### config.mk
export PLATFORM = sky130hd
export DESIGN_NAME = ext_trig_counter
export DESIGN_NICKNAME = d
export VERILOG_FILES = /design/src/rtl/etc_pkg.sv /design/src/rtl/etc_sync_psc.sv /design/src/rtl/etc_glitch_filter.sv /design/src/rtl/etc_count_core.sv /design/src/rtl/ext_trig_counter.sv
export SDC_FILE = /design/constraint.sdc
export NUM_CORES = 1
export LEC_CHECK = 0
export BUFFER_PORTS_ARGS = -buffer_cell sky130_fd_sc_hd__buf_2
export CAP_MARGIN = 15
export CELL_PAD_IN_SITES_DETAIL_PLACEMENT = 1
export CELL_PAD_IN_SITES_GLOBAL_PLACEMENT = 1
export CORE_MARGIN = 5
export CORE_UTILIZATION = 39
export DETAILED_ROUTE_END_ITERATION = 16
export PLACE_DENSITY_LB_ADDON = 0.1
export SETUP_SLACK_MARGIN = 0.05
export SKIP_CTS_REPAIR_TIMING = 1
export SLEW_MARGIN = 20
export SYNTH_ARGS = -nofsm -noshare
export SYNTH_HDL_FRONTEND = slang
export SYNTH_HIERARCHICAL = 1
export SYNTH_SLANG_ARGS = --single-unit
### constraint.sdc
create_clock -name clk -period 2.1 [get_ports clk]
set_input_delay 0.63 -clock clk [delete_from_list [all_inputs] [get_ports clk]]
set_output_delay 0.63 -clock clk [all_outputs]
set_load 0.02 [all_outputs]
### src/rtl/etc_pkg.sv
package etc_pkg;
  localparam int unsigned ETC_CNT_W   = 16;
  localparam int unsigned ETC_PSC_W   = 2;
  localparam int unsigned ETC_FILT_W  = 4;
  localparam int unsigned ETC_SYNC_N  = 2;

  // Count source selected for the counter core
  typedef enum logic {
    SRC_INTERNAL = 1'b0,
    SRC_TRIGGER  = 1'b1
  } etc_src_e;
endpackage

### src/rtl/etc_sync_psc.sv
module etc_sync_psc #(
  parameter int unsigned PSC_W  = 2,
  parameter int unsigned SYNC_N = 2
) (
  input  logic             clk,
  input  logic             rst_n,
  input  logic             pin,
  input  logic             inv,
  input  logic [PSC_W-1:0] psc_sel,
  output logic             lvl
);
  // Largest code selects 2^(2^PSC_W - 1); that many counter bits suffice.
  localparam int unsigned DIV_W = (1 << PSC_W) - 1;

  logic [SYNC_N-1:0] sync_q;
  logic              sync_out;
  logic              sync_prev;
  logic              sync_rise;
  logic [DIV_W-1:0]  edge_cnt;
  logic [DIV_W-1:0]  div_mask;
  logic              div_lvl;

  assign sync_out  = sync_q[SYNC_N-1];
  assign sync_rise = sync_out & ~sync_prev;

  always_comb begin
    div_mask = '0;
    for (int i = 0; i < int'(DIV_W); i++) begin
      if (i < int'(psc_sel)) div_mask[i] = 1'b1;
    end
  end

  always_ff @(posedge clk or negedge rst_n) begin
    if (!rst_n) begin
      sync_q    <= '0;
      sync_prev <= 1'b0;
      edge_cnt  <= '0;
      div_lvl   <= 1'b0;
    end else begin
      sync_q    <= {sync_q[SYNC_N-2:0], pin ^ inv};
      sync_prev <= sync_out;
      if (sync_rise) begin
        if ((edge_cnt & div_mask) == div_mask) begin
          edge_cnt <= '0;
          div_lvl  <= 1'b1;
        end else begin
          edge_cnt <= edge_cnt + 1'b1;
          div_lvl  <= 1'b0;
        end
      end
    end
  end

  generate
    if (PSC_W == 0) begin : g_nodiv
      assign lvl = sync_out;
    end else begin : g_div
      assign lvl = (psc_sel == '0) ? sync_out : div_lvl;
    end
  endgenerate
endmodule

### src/rtl/etc_glitch_filter.sv
module etc_glitch_filter #(
  parameter int unsigned FILT_W = 4
) (
  input  logic              clk,
  input  logic              rst_n,
  input  logic              din,
  input  logic [FILT_W-1:0] filt_len,
  output logic              dout
);
  logic [FILT_W-1:0] down_q;

  always_ff @(posedge clk or negedge rst_n) begin
    if (!rst_n) begin
      down_q <= '0;
      dout   <= 1'b0;
    end else if (din == dout) begin
      down_q <= filt_len;
    end else if (down_q == '0) begin
      dout   <= din;
      down_q <= filt_len;
    end else begin
      down_q <= down_q - 1'b1;
    end
  end
endmodule

### src/rtl/etc_count_core.sv
module etc_count_core
  import etc_pkg::*;
#(
  parameter int unsigned CNT_W = 16
) (
  input  logic             clk,
  input  logic             rst_n,
  input  logic             filt_lvl,
  input  logic             ext_clk_en,
  input  logic             cnt_en,
  input  logic [CNT_W-1:0] reload_val,
  output logic [CNT_W-1:0] count,
  output logic             overflow,
  output logic             edge_pulse
);
  logic     filt_prev;
  logic     tick;
  etc_src_e src;

  assign src        = etc_src_e'(ext_clk_en);
  assign edge_pulse = filt_lvl & ~filt_prev;
  assign tick       = (src == SRC_TRIGGER) ? edge_pulse : 1'b1;

  always_ff @(posedge clk or negedge rst_n) begin
    if (!rst_n) begin
      filt_prev <= 1'b0;
      count     <= '0;
      overflow  <= 1'b0;
    end else begin
      filt_prev <= filt_lvl;
      overflow  <= 1'b0;
      if (cnt_en && tick) begin
        if (count == reload_val) begin
          count    <= '0;
          overflow <= 1'b1;
        end else begin
          count <= count + 1'b1;
        end
      end
    end
  end
endmodule

### src/rtl/ext_trig_counter.sv
module ext_trig_counter
  import etc_pkg::*;
#(
  parameter int unsigned CNT_W  = ETC_CNT_W,
  parameter int unsigned PSC_W  = ETC_PSC_W,
  parameter int unsigned FILT_W = ETC_FILT_W,
  parameter int unsigned SYNC_N = ETC_SYNC_N
) (
  input  logic              clk,
  input  logic              rst_n,
  input  logic              trig_in,
  input  logic              trig_inv,
  input  logic [PSC_W-1:0]  psc_sel,
  input  logic [FILT_W-1:0] filt_len,
  input  logic              ext_clk_en,
  input  logic              cnt_en,
  input  logic [CNT_W-1:0]  reload_val,
  output logic [CNT_W-1:0]  count,
  output logic              overflow
);
  logic psc_lvl;
  logic filt_lvl;
  logic edge_pulse;

  etc_sync_psc #(.PSC_W(PSC_W), .SYNC_N(SYNC_N)) u_sync_psc (
    .clk     (clk),
    .rst_n   (rst_n),
    .pin     (trig_in),
    .inv     (trig_inv),
    .psc_sel (psc_sel),
    .lvl     (psc_lvl)
  );

  etc_glitch_filter #(.FILT_W(FILT_W)) u_filter (
    .clk      (clk),
    .rst_n    (rst_n),
    .din      (psc_lvl),
    .filt_len (filt_len),
    .dout     (filt_lvl)
  );

  etc_count_core #(.CNT_W(CNT_W)) u_core (
    .clk        (clk),
    .rst_n      (rst_n),
    .filt_lvl   (filt_lvl),
    .ext_clk_en (ext_clk_en),
    .cnt_en     (cnt_en),
    .reload_val (reload_val),
    .count      (count),
    .overflow   (overflow),
    .edge_pulse (edge_pulse)
  );
endmodule

==> results of run 1 <==
## layer usage
layer,vias to the layer above,share of wire (%),GRT usage [%]
li1,697,-,-
met1,721,42,21.4
met2,34,53,31.1
met3,4,4.0,4.35
met4,0,1.1,5.44
met5,-,0,0
## where the power goes
group          internal [mW]  switching [mW]
clock network          0.263           0.223
logic                  0.386           0.520
registers              0.750           0.211
total                   1.40           0.954
## cell usage in the layout (no fill, tap or decap), drive strengths merged, types with 2 or more instances in the layout
master  netlist  final
buf           3     51
dfrtp        30     30
xor2         23     23
nand2        17     17
nand3        13     13
inv          11     11
nor2         10     10
clkbuf        1      6
nand4         6      6
a21oi         6      6
o21ai         5      5
o311ai        5      5
mux2          5      5
nor4          4      4
o22ai         4      4
ha            3      3
nor2b         2      2
o31ai         2      2
nor3          2      2
mux2i         2      2
and2          2      2
## area by class of cell
cell class	instances	area (µm²)	area share, %
multi-input combinational	123	863	41.3
sequential	30	751	35.9
timing repair buffer	51	273	13.1
clock buffer	6	82.6	3.95
tap	52	65.1	3.12
inverter	11	41.3	1.98
clock inverter	2	12.5	0.599
## registers in the layout, summed over array words and instances, names as in the netlist
name and cells:
u_sync_psc/sync_prev 1, u_core/filt_prev 1, u_sync_psc/div_lvl 1, u_filter/down_q 4, u_core/count 16, u_sync_psc/sync_q 2
u_sync_psc/edge_cnt 3, u_core/overflow 1, u_filter/dout 1
## logic make-up after synthesis
kind of cell    count (synthesis)
fa+ha+maj                       3
xor+xnor                       24
simple gates                   61
flops                          30
buf+inv                        15
compound gates                 28
mux                             7
## how the worst max path moves through the flow
| stage | cells after the start | slack (ps) | startpoint | end |
|---|---|---|---|---|
| after global placement | 7 | 50 | reload_val[11] | u_core/count[3]$_DFFE_PN0P_ |
| after floorplan | 5 | 240 | psc_sel[1] | u_filter/down_q[0]$_DFF_PN0_ |
| after detailed placement | 8 | -30 | reload_val[11] | u_core/count[11]$_DFFE_PN0P_ |
| final | 7 | 240 | u_core/count[11]$_DFFE_PN0P_ | u_core/count[11]$_DFFE_PN0P_ |
| after global routing | 6 | 130 | u_core/count[11]$_DFFE_PN0P_ | u_core/count[2]$_DFFE_PN0P_ |
| after CTS | 7 | 230 | u_core/count[11]$_DFFE_PN0P_ | u_core/count[11]$_DFFE_PN0P_ |
## per-stage QoR
stage	setup slack (ps)	TNS (ps)	utilization [%]	total power, mW
after global placement	45.4	0	46.7	1.81
after detailed placement	-28.4	-106	46.7	1.88
final	238	0	49.0	2.35
after global routing	129	0	49.0	2.53
after floorplan	237	0	-	1.53
after CTS	234	0	49.0	2.39
## synth_stat cells (all sizes together) (4+ instances only)
library cell  count
a21oi             6
dfrtp            30
inv              11
mux2              5
nand2            17
nand3            13
nand4             6
nor2             10
nor4              4
o21ai             5
o22ai             4
o311ai            5
xor2             23
==> flow_summary.yaml, run 1 <==
route:
  wl_per_cell_um: 16.8
  drtIter0Drc: 37
  drc: 0
  postRouteAntennaNets: 0
  vias: 1456
  viasPerCell: 5.29
  dr.pass1.iters: 5
  drt-total-wl_um: 4630
synthesis:
  synth-simple-area-share_pct: 18.2
  synth_top_family_by_area: "simple AND/OR/NAND/NOR gates"
  synth_fp_nets: 199
  synth-xor-area-share_pct: 12.5
  synth_compound_area_share_pct: 13.6
  synth_ff_type: "dfrtp_1"
  synth_edf_count: 0
  synthArstFlopShare_pct: 100
  synth.distinct_cells: 39
  ys_ff_latch: 30
  synth_top_cell_area_share_pct: 44.5
  synth_seq_area_share_pct: 44.5
  yosys-mux-area-fraction_pct: 4.75
  synth_adder_area_share_pct: 2.23
  synthTopCellsByArea: "dfrtp_1 (45%), xor2_1 (12%), nand3_1 (3.9%)"
  yosys_warnings: 6
  syn_area_per_cell_um2: 10.0
  syn_inst: 168
  synth_area_leader_cell: "dfrtp_1"
  netlist_area_um2: 1690
cells_and_area:
  final_nets: 253
  drive_above_1_share_pct: 31.4
  num_antenna_cells: 0
  area_delta_synth_final_pct: 23.9
  nFillCells: 501
  stdcell_count: 275
  fin_area_um2: 2090
timing:
  period_needed_ps: 1860
  relSlewSlack_pct: 54.5
  hold_viol: 0
  fin_crit_sh_pct: 88.7
  skew_ps: 8.63
  rsz0062_at_grt: "false"
  setup_viol_count_final: 0
  drv_slew: 0
  timing_worst_slew_pin_value_ps: 683
  hold_slack_ps: 356
  fmax_mhz: 537
floorplan:
  die_area_um2: 5740
  die_h_um: 75.7
  start_util_pct: 39.5
  fp.dieW_um: 75.7
  pin_count: 45
  core_area_um2: 4260
  placementRows: 24
global_route:
  antenna_found_initial: 0
  overflow: 0
  grt_pass1_vias: 1610
  grt_first_pass_wirelength_um: 7670
  track_usage_pct: 17.7
  grt_max_degree: 31
clocking:
  clkLatencyLatePin_ps: 270
  cts_tree: "done"
  cts_sinks: 30
  cts_buffers: 5
  htree_levels: 2
  path_clk_slew_ps: 70
  cts_max_path_buffers: 2
  cts-root-buf: "clkbuf_8"
worst_setup_path:
  crit_fanout: 9
  cp_top_family: "simple AND/OR/NAND/NOR gates"
  cp_cell_sequence: "xor2_1, nor4_1, nand4_1, buf_4, nor2_1, buf_4, nor2_1"
  worst-path-buf-inv: 2
  critPathMaxStageDelay_ps: 450
  ff2ff_setup_slack_ps: 240
  slowest_stage: "dfrtp_1"
  worstSetupStartpointType: "flip-flop"
  r2r-end: "u_core/count[11]$_DFFE_PN0P_"
  setup.worst_path.class: "reg -> reg"
  r2r_start: "u_core/count[11]$_DFFE_PN0P_"
  cp.arrival_ps: 2030
  end_kind: "flip-flop"
  r2r_cells: 7
  required_ps: 2270
place:
  dpl_cell_area_um2: 1990
  port_buffers: 44
  dp.cells: 267
  place.detailed.hpwl_um: 3660
  place_congestion: 0.811
power_and_ir_drop:
  cellPowerDensity_nw_per_um2: 1130
  cellLeakagePower_nw: 0.987
  irDropWorstVdd_uv: 394
outcome:
  status: "finished, final reports clean"
hold_path:
  holdPathEnd: "u_sync_psc/sync_q[1]$_DFF_PN0_"
  min_path_cells: 0
  hp-start: "u_sync_psc/sync_q[0]$_DFF_PN0_"
  hp-class: "reg -> reg"
flow_run:
  maxCapViolCount: 0
Note: power is estimated with default switching activity, not from simulation.
==> run 2, diff against run 1 <==
- CTS_BUF_LIST: default -> sky130_fd_sc_hd__clkbuf_4 sky130_fd_sc_hd__clkbuf_8 sky130_fd_sc_hd__clkbuf_16
- RECOVER_POWER: default -> 100
==> flow_summary.yaml, run 2 (same netlist as run 1, synthesis figures left out) <==
floorplan:
  core_area_um2: 4260
  pin_count: 45
  start_util_pct: 39.5
  placementRows: 24
  fp.dieW_um: 75.7
  die_h_um: 75.7
  die_area_um2: 5740
worst_setup_path:
  crit_end: "u_core/count[11]$_DFFE_PN0P_"
  cp_top_family: "simple AND/OR/NAND/NOR gates"
  r2r_cells: 7
  slowest_stage: "dfrtp_1"
  ff2ff_setup_slack_ps: 230
  crit_cells: 7
  worst-path-buf-inv: 2
  crit_fanout: 9
  required_ps: 2270
  r2r-end: "u_core/count[11]$_DFFE_PN0P_"
  critPathMaxStageDelay_ps: 460
  critPathLaunch: "u_core/count[11]$_DFFE_PN0P_"
  cp.arrival_ps: 2030
  setup.worst_path.class: "reg -> reg"
  end_kind: "flip-flop"
  worstSetupStartpointType: "flip-flop"
  r2r_start: "u_core/count[11]$_DFFE_PN0P_"
  cp_cell_sequence: "xor2_1, nor4_1, nand4_1, buf_4, nor2_1, buf_4, nor2_1"
place:
  port_buffers: 44
  place_congestion: 0.811
  dpl_cell_area_um2: 1990
  place.detailed.hpwl_um: 3660
  dp.cells: 267
route:
  wl_per_cell_um: 16.9
  dr.pass1.iters: 4
  drt-total-wl_um: 4650
  postRouteAntennaNets: 0
  drc: 0
  vias: 1457
  drtIter0Drc: 51
  viasPerCell: 5.30
cells_and_area:
  final_util_pct: 47.4
  area_delta_synth_final_pct: 20.0
  largest_register_ffs: 16
  fin_area_um2: 2020
  regMostFlops: "u_core/count"
  final_common_cell: "dfrtp_1"
  nFillCells: 508
  mostFrequentLayoutCells: "dfrtp_1 (30), buf_2 (25), xor2_1 (23)"
  top_regs: "u_core/count: 16 flops, u_filter/down_q: 4 flops, u_sync_psc/edge_cnt: 3 flops"
  stdcell_count: 275
  drive_above_1_share_pct: 20.2
  final_nets: 253
  num_antenna_cells: 0
global_route:
  track_usage_pct: 17.7
  grt_pass1_vias: 1610
  antenna_found_initial: 0
  overflow: 0
  grt_first_pass_wirelength_um: 7670
  grt_max_degree: 31
outcome:
  status: "finished, final reports clean"
clocking:
  cts_max_path_buffers: 2
  cts_buffers: 5
  path_clk_slew_ps: 70
  clkLatencyLatePin_ps: 280
  cts-root-buf: "clkbuf_8"
  cts_sinks: 30
  htree_levels: 2
  cts_tree: "done"
timing:
  fin_crit_sh_pct: 88.8
  hold_viol: 0
  rsz0062_at_grt: "false"
  fmax_mhz: 536
  setup_viol_count_final: 0
  skew_ps: 9.56
  timing_worst_slew_pin_value_ps: 752
  relSlewSlack_pct: 49.9
  period_needed_ps: 1870
  drv_slew: 0
power_and_ir_drop:
  cellLeakagePower_nw: 0.932
  irDropWorstVdd_uv: 384
  cellPowerDensity_nw_per_um2: 1140
  p_total_mw: 2.30
hold_path:
  min_path_cells: 0
  hp-class: "reg -> reg"
flow_run:
  maxCapViolCount: 0
[run 2: cell types whose count changed in the layout (fill, tap and decap cells not counted), sizes merged]
| cell | delta |
|---|---|
| buf | -20 |
| clkbuf | +20 |
[run 2: cell type report]
cell class              count  area, µm²  share of cell area (%)
multi-input cells         123        825                    40.8
flip-flops and latches     30        751                    37.1
repair buffers             51        246                    12.2
clock buffers               6       82.6                    4.08
well taps                  52       65.1                    3.22
inverters                  11       41.3                    2.04
clock inverters             2       12.5                   0.618
[run 2: stage by stage]
stage | TNS, ps | setup slack, ps | hold slack, ps
2_1_floorplan | 0 | 237 | 331
3_3_place_gp | 0 | 45.4 | 341
3_5_place_dp | -106 | -28.4 | 356
4_1_cts | 0 | 234 | 365
5_1_grt | 0 | 127 | 374
6_report | 0 | 235 | 357
[run 2: where the power goes]
| group | leakage [nW] | switching [mW] | total, mW | internal [mW] |
|---|---|---|---|---|
| registers | 0.348 | 0.210 | 0.959 | 0.750 |
| logic | 0.537 | 0.511 | 0.854 | 0.343 |
| clock network | 0.0472 | 0.223 | 0.486 | 0.263 |
| total | 0.932 | 0.944 | 2.30 | 1.36 |
[run 2: how the worst min path moves through the flow]
| stage | startpoint | to |
|---|---|---|
| 2_1_floorplan | rst_n | u_core/count[0]$_DFFE_PN0P_ |
| 3_3_place_gp | u_sync_psc/sync_q[0]$_DFF_PN0_ | u_sync_psc/sync_q[1]$_DFF_PN0_ |
| 5_1_grt | u_sync_psc/sync_q[0]$_DFF_PN0_ | u_sync_psc/sync_q[1]$_DFF_PN0_ |
| 3_5_place_dp | u_sync_psc/sync_q[0]$_DFF_PN0_ | u_sync_psc/sync_q[1]$_DFF_PN0_ |
| 4_1_cts | u_sync_psc/sync_q[0]$_DFF_PN0_ | u_sync_psc/sync_q[1]$_DFF_PN0_ |
| 6_report | u_sync_psc/sync_q[0]$_DFF_PN0_ | u_sync_psc/sync_q[1]$_DFF_PN0_ |
[run 2: layer usage]
layer / share of wire, % / track usage [%] / routed length, µm / vias to the layer above
li1: - / - / - / 698
met1: 42 / 21.4 / 1970 / 721
met2: 53 / 31.1 / 2460 / 34
met3: 3.7 / 4.35 / 172 / 4
met4: 1.0 / 5.44 / 47 / 0
met5: 0 / 0 / 0 / -
==> run 3, diff against run 2 <==
- BUFFER_PORTS_ARGS: -buffer_cell sky130_fd_sc_hd__buf_2 -> -buffer_cell sky130_fd_sc_hd__buf_4
- CORE_MARGIN: 5 -> default
- clock period: 2.1 -> 1.9 ns (I/O delays scaled with it)
==> flow_summary.yaml, run 3 (same netlist as run 1, synthesis figures left out) <==
outcome:
  status: "finished, final reports clean"
clocking:
  cts_buffers: 5
  cts_sinks: 30
  path_clk_slew_ps: 70
  clkLatencyLatePin_ps: 290
  cts_max_path_buffers: 2
  cts-root-buf: "clkbuf_8"
  htree_levels: 2
  cts_tree: "done"
timing:
  period_needed_ps: 1810
  relSlewSlack_pct: 50.6
  timing_worst_slew_pin_value_ps: 742
  setup_viol_count_final: 0
  fin_crit_sh_pct: 95.1
  fmax_mhz: 553
  hold_viol: 0
  skew_ps: 11.0
  timing.final.ws_setup_ps: 92.5
  drv_slew: 0
  rsz0062_at_grt: "false"
power_and_ir_drop:
  p_seq_share_pct: 36.7
  pwr-share-clk_pct: 20.4
  cellPowerDensity_nw_per_um2: 1200
  p_sw_share_pct: 39.6
  cellLeakagePower_nw: 1.05
  intPower_mw: 1.63
  p_comb_share_pct: 42.9
  switchingPower_mw: 1.07
  irDropWorstVdd_uv: 707
cells_and_area:
  fin_area_um2: 2250
  top_regs: "u_core/count: 16 flops, u_filter/down_q: 4 flops, u_sync_psc/edge_cnt: 3 flops"
  area_delta_synth_final_pct: 33.7
  final_util_pct: 55.1
  largest_register_ffs: 16
  mostFrequentLayoutCells: "buf_4 (46), dfrtp_1 (30), xor2_1 (23)"
  drive_above_1_share_pct: 28.5
  final_common_cell: "buf_4"
  num_antenna_cells: 0
  regMostFlops: "u_core/count"
  final_nets: 272
flow_run:
  maxCapViolCount: 0
place:
  dpl_cell_area_um2: 2240
  place.detailed.hpwl_um: 3650
  place_ws_ps: -135
  port_buffers: 44
  place_congestion: 0.848
global_route:
  overflow: 0
  grt_pass1_vias: 1588
  track_usage_pct: 22.5
  antenna_found_initial: 0
  grt_first_pass_wirelength_um: 7400
  grt_max_degree: 31
floorplan:
  start_util_pct: 41.2
  die_h_um: 67.7
  core_area_um2: 4090
  placementRows: 23
  pin_count: 45
  fp.dieW_um: 67.7
  die_area_um2: 4590
route:
  drc: 0
  postRouteAntennaNets: 0
  drt-total-wl_um: 4660
  wl_per_cell_um: 16.0
  drtIter0Drc: 47
  dr.pass1.iters: 4
  viasPerCell: 5.32
  vias: 1552
worst_setup_path:
  required_ps: 2020
  end_kind: "flip-flop"
  worstSetupStartpointType: "flip-flop"
  r2r_cells: 6
  ff2ff_setup_slack_ps: 90
  critPathLaunch: "u_core/count[5]$_DFFE_PN0P_"
  r2r_start: "u_core/count[5]$_DFFE_PN0P_"
  setup.worst_path.class: "reg -> reg"
  crit_fanout: 6
  cp.arrival_ps: 1930
hold_path:
  hp-class: "in -> async"
run 3: cell types whose count changed in the layout (fill, tap and decap cells not counted), sizes merged:
cell,delta
buf,+15
clkbuf,+5
clkinvlp,-1
run 3: layer usage:
layer | up-vias | share of wire, % | wire (µm) | global-route usage [%]
li1 | 738 | - | - | -
met1 | 765 | 43 | 2010 | 27.4
met2 | 44 | 52 | 2410 | 39.0
met3 | 5 | 4.3 | 201 | 5.91
met4 | 0 | 0.73 | 34 | 5.59
met5 | - | 0 | 0 | 0
run 3: metrics by stage:
step	setup TNS, ps	hold WS (ps)	power [mW]	cells
floorplan	0	274	1.69	168
global placement	-909	338	2.16	284
CTS	0	209	2.81	292
finish	0	341	2.69	292
global route	0	381	2.89	292
detailed placement	-1530	345	2.24	284
run 3: worst max-delay path: stages, from the launching register on:
cell	delay, ps
dfrtp_1	400
xor2_1	180
nor4_2	320
nand4_1	230
nand2_1	160
clkbuf_2	200
o311ai_0	170
run 3: worst paths after layout:
check | end
max | u_core/count[5]$_DFFE_PN0P_
min | u_core/count[14]$_DFFE_PN0P_
max reg2reg | u_core/count[5]$_DFFE_PN0P_
min reg2reg | u_sync_psc/sync_q[1]$_DFF_PN0_
max in group asynchronous | u_core/filt_prev$_DFF_PN0_
min in group clk | u_sync_psc/sync_q[1]$_DFF_PN0_
run 3: final cells by class:
| cell class | count | area (µm²) |
|---|---|---|
| timing repair buffer | 70 | 444 |
| tap | 50 | 62.6 |
| sequential | 30 | 751 |
| inverter | 11 | 41.3 |
| fill | 486 | 1830 |
| clock buffer | 7 | 90.1 |
| multi-input combinational | 123 | 860 |
| clock inverter | 1 | 5.00 |
run 3: power groups by stage:
| stage | logic, mW | registers, mW | clock network [mW] |
|---|---|---|---|
| final | 1.16 | 0.988 | 0.549 |
| after global routing | 1.28 | 1.02 | 0.596 |
| after CTS | 1.24 | 1.00 | 0.565 |
| after detailed placement | 1.23 | 1.01 | 0 |
| after global placement | 1.16 | 0.998 | 0 |
| after floorplan | 0.574 | 1.12 | 0 |
